## config.mk

```make
export PLATFORM = sky130hd
export DESIGN_NAME = ymem_decoder
export DESIGN_NICKNAME = d
export VERILOG_FILES = /design/src/rtl/ymem_decoder.sv
export SDC_FILE = /design/constraint.sdc
export NUM_CORES = 1
export LEC_CHECK = 0
export ABC_AREA = 1
export CORE_AREA = 2 2 39 41
export CTS_CLUSTER_SIZE = 25
export DETAILED_ROUTE_END_ITERATION = 10
export DIE_AREA = 0 0 41 43
export DONT_BUFFER_PORTS = 1
export GPL_ROUTABILITY_DRIVEN = 0
export GPL_TIMING_DRIVEN = 0
export PLACE_DENSITY = 0.6
export SYNTH_ARGS = -nofsm -noshare
export SYNTH_HDL_FRONTEND = slang
export SYNTH_SLANG_ARGS = --single-unit
```

## constraint.sdc

```tcl
create_clock -name clk -period 1.33 [get_ports clk]
set_input_delay 0.1995 -clock clk [delete_from_list [all_inputs] [get_ports clk]]
set_output_delay 0.1995 -clock clk [all_outputs]
set_load 0.005 [all_outputs]
```

## src/rtl/ymem_decoder.sv

```systemverilog
module ymem_decoder #(
  parameter int AW         = 16,
  parameter int MW         = 8,
  parameter int EN_BIT     = 7,
  parameter int BANK_LSB   = 8,
  parameter logic [15:0] SHARED_END = 16'h2800,
  parameter logic [15:0] EXT_BASE   = 16'hC000
) (
  input  logic          clk,
  input  logic          rst_n,
  input  logic [MW-1:0] mode_word,
  input  logic          core_req,
  input  logic [AW-1:0] core_addr,
  input  logic          cop_req,
  input  logic [AW-1:0] cop_addr,
  input  logic          dma_req,
  input  logic [AW-1:0] dma_addr,
  input  logic          conflict_clr,
  output logic          core_int_sel,
  output logic          core_ext_sel,
  output logic          core_shared,
  output logic          core_rsv_err,
  output logic          cop_sel,
  output logic          dma_int_sel,
  output logic          dma_ext_sel,
  output logic          dma_deny,
  output logic          bank_conflict,
  output logic          conflict_sticky
);

  localparam logic [AW-1:0] SH_END = AW'(SHARED_END);
  localparam logic [AW-1:0] X_BASE = AW'(EXT_BASE);

  logic          sw_en_q;
  logic [1:0]    sw_cfg_q;
  logic [AW-1:0] int_end;

  always_ff @(posedge clk or negedge rst_n) begin
    if (!rst_n) begin
      sw_en_q  <= 1'b0;
      sw_cfg_q <= 2'b00;
    end else begin
      sw_en_q  <= mode_word[EN_BIT];
      sw_cfg_q <= mode_word[1:0];
    end
  end

  always_comb begin
    if (!sw_en_q) int_end = X_BASE;
    else begin
      case (sw_cfg_q)
        2'b00:   int_end = AW'(16'h4000);
        2'b01:   int_end = AW'(16'h6000);
        2'b10:   int_end = AW'(16'h8000);
        default: int_end = AW'(16'hA000);
      endcase
    end
  end

  logic core_is_int, core_is_ext, core_is_rsv, core_in_sh;
  logic dma_is_int, dma_is_ext, dma_in_sh;
  logic cop_in_sh;

  assign core_is_int = core_addr < int_end;
  assign core_is_ext = core_addr >= X_BASE;
  assign core_is_rsv = !core_is_int && !core_is_ext;
  assign core_in_sh  = core_addr < SH_END;

  assign dma_is_int  = dma_addr < int_end;
  assign dma_is_ext  = dma_addr >= X_BASE;
  assign dma_in_sh   = dma_addr < SH_END;

  assign cop_in_sh   = cop_addr < SH_END;

  assign core_int_sel = core_req && core_is_int;
  assign core_ext_sel = core_req && core_is_ext;
  assign core_shared  = core_req && core_in_sh;

  assign cop_sel      = cop_req && cop_in_sh;

  assign dma_deny     = dma_req && dma_in_sh;
  assign dma_int_sel  = dma_req && dma_is_int && !dma_in_sh;
  assign dma_ext_sel  = dma_req && dma_is_ext;

  assign bank_conflict = core_shared && cop_sel &&
                         (core_addr[AW-1:BANK_LSB] == cop_addr[AW-1:BANK_LSB]);

  always_ff @(posedge clk or negedge rst_n) begin
    if (!rst_n) begin
      core_rsv_err    <= 1'b0;
      conflict_sticky <= 1'b0;
    end else begin
      core_rsv_err <= core_req && core_is_rsv;
      if (bank_conflict)     conflict_sticky <= 1'b1;
      else if (conflict_clr) conflict_sticky <= 1'b0;
    end
  end

endmodule


```

Yosys cells after proc, flatten, opt, wreduce, memory -nomap -nowiden --
Cells that the tools add are included.
Operators by class: muxes and demuxes 4, eq/ne operators 3, $lt $le $gt $ge 7, reductions and logical operators 17
Operators by type and width (count):
- $lt 16x14->1 const B | 3
- $pmux 16 s3 | 1
- $ge 16x16->1 const B | 2
- $lt 16x16->1 | 2
- $mux 16 | 1
- $logic_and 1x1->1 | 12
- $eq 8x8->1 | 1
- $logic_not 1->1 | 3
- $eq 2x1->1 const B | 1
- $eq 2x2->1 const B | 1
- $logic_not 2->1 | 1
- $mux 1 | 2
- $reduce_bool 2->1 | 1
Word-level totals: word-level logic and storage cells 35, register bits after elaboration 5, input bits 62, output and inout port bits 10

Longest topological paths before layout --
Gate-level depths: netlist (run 1).
word-level depth 7, depth in mapped cells 8, gate-level depth less buffers 8

Worst setup path before layout (run 1) --
Ideal clock, no wire load.
path type flip-flop to output port, start point reg sw_en_q, end point out dma_int_sel, required time 1.131 ns, data arrival time 1.009 ns, cell stages (with the launch flop) 7, buffers on the path 0, path slack 0.122 ns, path through dfrtp_1 inv_1 nor2_1 ha_1 o21ai_0 nor2_1 nor3_1
Between the ends: longest elaborated chain between the ends 4
Ends and longest elaborated chain:
- start, declared | RTL line 34 | logic sw_en_q;
- start signal, assigned | RTL line 43 | sw_en_q <= mode_word[EN_BIT];
- $mux 16 | RTL line 49 | if (!sw_en_q) int_end = X_BASE;
- $lt 16x16->1 | RTL line 69 | assign dma_is_int = dma_addr < int_end;
- $logic_and 1x1->1 (2 in series) | RTL line 82 | assign dma_int_sel = dma_req && dma_is_int && !dma_in_sh;
- end, declared | RTL line 24 | output logic dma_int_sel,
Every way passes these cells.

Worst setup path after layout (run 1) --
Same ends and word-level chain as after synthesis.

==> impl_metrics.json, run 1 <==
{
  "final_hold_viol_count": 0,
  "antenna_left": 0,
  "cp-end-kind": "output port",
  "pre_cts_slack_ps": -8.02,
  "worstPathRequired_ps": 1130,
  "final.setup.tns_ps": -229,
  "status": "finished, violations left",
  "skew_ps": 1.35,
  "post_cts_buffers": 0,
  "die_area_um2": 1760,
  "yosys.area.top_type_share_pct": 25.8,
  "ys_seq_area_share_pct": 25.8,
  "nets": 160,
  "total_power_mw": 0.429,
  "drive_gt1_share_pct": 12.6,
  "critical_path.max_stage_delay_ps": 380,
  "syn_nets": 151,
  "fin_crit_ps": 1450,
  "relSlewSlack_pct": 84.9,
  "busiest_layer": "met2",
  "synthCells": 87,
  "h-tree-depth": 1,
  "area_delta_synth_final_pct": 22.5,
  "numClockSinks": 5,
  "synthArstFlopShare_pct": 100,
  "drt_iter0_markers": 1,
  "die_x_um": 41,
  "yosysMostFrequentCell": "nand2_1",
  "path_class": "reg -> out",
  "cp.depth": 6,
  "fill_cells": 154,
  "first_global_vias": 461,
  "place_hpwl_um": 868,
  "grt_pass1_wl_mm": 1.55,
  "power_density_nw_per_um2": 724,
  "final_util_pct": 42.9,
  "dp.cells": 103,
  "drv_cap": 0,
  "wire_per_inst_um": 8.43,
  "grtUsageMet1_pct": 12.9,
  "wirelength_um": 936,
  "path_clk_slew_ps": 40,
  "finalMaxSlewViolations": 0,
  "die_h_um": 43,
  "cts_root_buffer": "clkbuf_4",
  "start_util_pct": 35.0,
  "max_freq_mhz": 690,
  "rsz0062_at_grt": "yes",
  "synth_largest_area_cell": "dfrtp_1",
  "core_area_um2": 1380,
  "ys.flop_type": "dfrtp_1",
  "ys_top_cells_by_area": "dfrtp_1, nand2_1, nor2_1, inv_1, xnor2_1",
  "ys_ff_latch": 5,
  "fin_ws_ps": -119,
  "gr-usage-all-layers_pct": 12.1,
  "critPathTopFamily": "flip-flops",
  "r2r_cells": 5,
  "timing.hold.ws_ps": 85.8,
  "synth_warnings": 0,
  "crit_fanout": 3,
  "port_buffers": 0,
  "critPathSlowestCell": "dfrtp_1",
  "synth_edf_count": 0,
  "tightest_slew_ps": 224,
  "crit_buf_inv": 1,
  "syn_area_um2": 484,
  "ir_worst_vdd_mv": 0.390,
  "min_period_over_period_pct": 109,
  "finalNonFillerCells": 111,
  "final_area_um2": 593,
  "insertion_delay_ps": 230,
  "io_pins": 72,
  "synth_cell_types": 13,
  "cts_buffer_depth": 2,
  "path_cells": "inv_1, nor2_2, ha_1, o21ai_1, nor2_1, nor3_2",
  "cts_made_buffers": 3,
  "violations": "setup timing",
  "vias": 500,
  "yosys-top-cells-count": "nand2_1, nor2_1, inv_1, dfrtp_1",
  "critPathArrivalTime_ps": 1250,
  "hold_class": "in -> reg",
  "globalRouteMet2Util_pct": 21.3,
  "synth_area_per_cell_um2": 5.57,
  "cts_tree": "yes",
  "overflow": 0,
  "placementRows": 14,
  "grt_start_max_net_pins": 6,
  "grtUsageMet3_pct": 2.62,
  "grt_antenna_before_repair": 0,
  "rrSetupSlack_ps": 260,
  "place_area_um2": 504,
  "vias_per_cell": 4.50,
  "drc": 0,
  "min_path_cells": 2,
  "first_pass_iters": 2,
  "cp-start-kind": "flip-flop",
  "p_leak_nw": 0.342,
  "n_antenna_cell": 0,
  "setup_viol": 2
}
## report_power, final
part           internal (mW)  switching (mW)  total, mW
logic                 0.0483          0.0543      0.103
clock network          0.113          0.0510      0.164
registers              0.159         0.00338      0.163
## area by class of cell
cell class	instances	area [µm²]	share of cell area (%)
well taps	16	20.0	3.38
inverters	18	67.6	11.4
multi-input cells	64	314	53.0
clock buffers	4	26.3	4.43
repair buffers	4	40.0	6.75
flip-flops and latches	5	125	21.1
## flip-flops by register name (all words and copies together), names as in the netlist
signal           flops
conflict_sticky      1
core_rsv_err         1
sw_cfg_q             2
sw_en_q              1
## worst register-to-register path: stages (launching register included)
cell,delay (ps)
dfrtp_1,380
inv_1,70
nor2_2,40
ha_1,280
nand3_2,90
a21oi_1,130
## placed cells by master, fill, tap and decap left out
cell / synthesis / layout
a21oi_1: 1 / 1
clkbuf_1: 0 / 1
clkbuf_4: 0 / 3
dfrtp_1: 5 / 5
dlygate4sd3_1: 0 / 4
ha_1: 2 / 2
inv_1: 16 / 16
inv_2: 2 / 2
nand2_1: 29 / 28
nand2_2: 0 / 1
nand3_1: 2 / 1
nand3_2: 0 / 1
nor2_1: 18 / 16
nor2_2: 2 / 3
nor2_4: 0 / 1
nor3_1: 3 / 2
nor3_2: 0 / 1
o21ai_0: 3 / 2
o21ai_1: 0 / 1
or2_1: 1 / 1
xnor2_1: 3 / 3
## worst paths after layout
kind	startpoint	to
worst max-delay path	sw_en_q$_DFF_PN0_	dma_int_sel
worst min-delay path	core_req	core_rsv_err$_DFF_PN0_
worst max register to register	sw_en_q$_DFF_PN0_	core_rsv_err$_DFF_PN0_
worst min register to register	conflict_sticky$_DFFE_PN0P_	conflict_sticky$_DFFE_PN0P_
max in group asynchronous	rst_n	sw_cfg_q[0]$_DFF_PN0_
min in group asynchronous	rst_n	conflict_sticky$_DFFE_PN0P_
## kinds of logic (layout without fill, tap and decap cells)
family          after synthesis  count (layout)  share of synthesized area (%)
compound gates                4               4                           4.13
xor+xnor                      3               3                           5.43
fa+ha+maj                     2               2                           5.17
buf+inv                      18              26                           14.0
flops                         5               5                           25.8
simple gates                 55              55                           45.5
## metal layers
layer  up-vias  wire [µm]  part of all wire [%]
met4         0          0                     0
met2        21        450                    48
met1       207        384                    41
met3         0        102                    11
met5         -          0                     0
li1        272          -                     -
## what timing repair did
item,in CTS,in global routing
hold buffers,4,0
resized for setup,5,2
pin swaps,0,0
hold endpoints to repair,8,0
endpoints found under the setup margin,2,2
cloned,0,0
Note: power is estimated with default switching activity, not from simulation.
==> inputs of run 2 (changes only) <==
--- a/config.mk
+++ b/config.mk
@@ -12,7 +12,6 @@
 export DIE_AREA = 0 0 41 43
 export DONT_BUFFER_PORTS = 1
 export GPL_ROUTABILITY_DRIVEN = 0
-export GPL_TIMING_DRIVEN = 0
 export PLACE_DENSITY = 0.6
 export SYNTH_ARGS = -nofsm -noshare
 export SYNTH_HDL_FRONTEND = slang
==> results of run 2 <==
The final DEF is identical to that of run 1; final timing and power are the same.
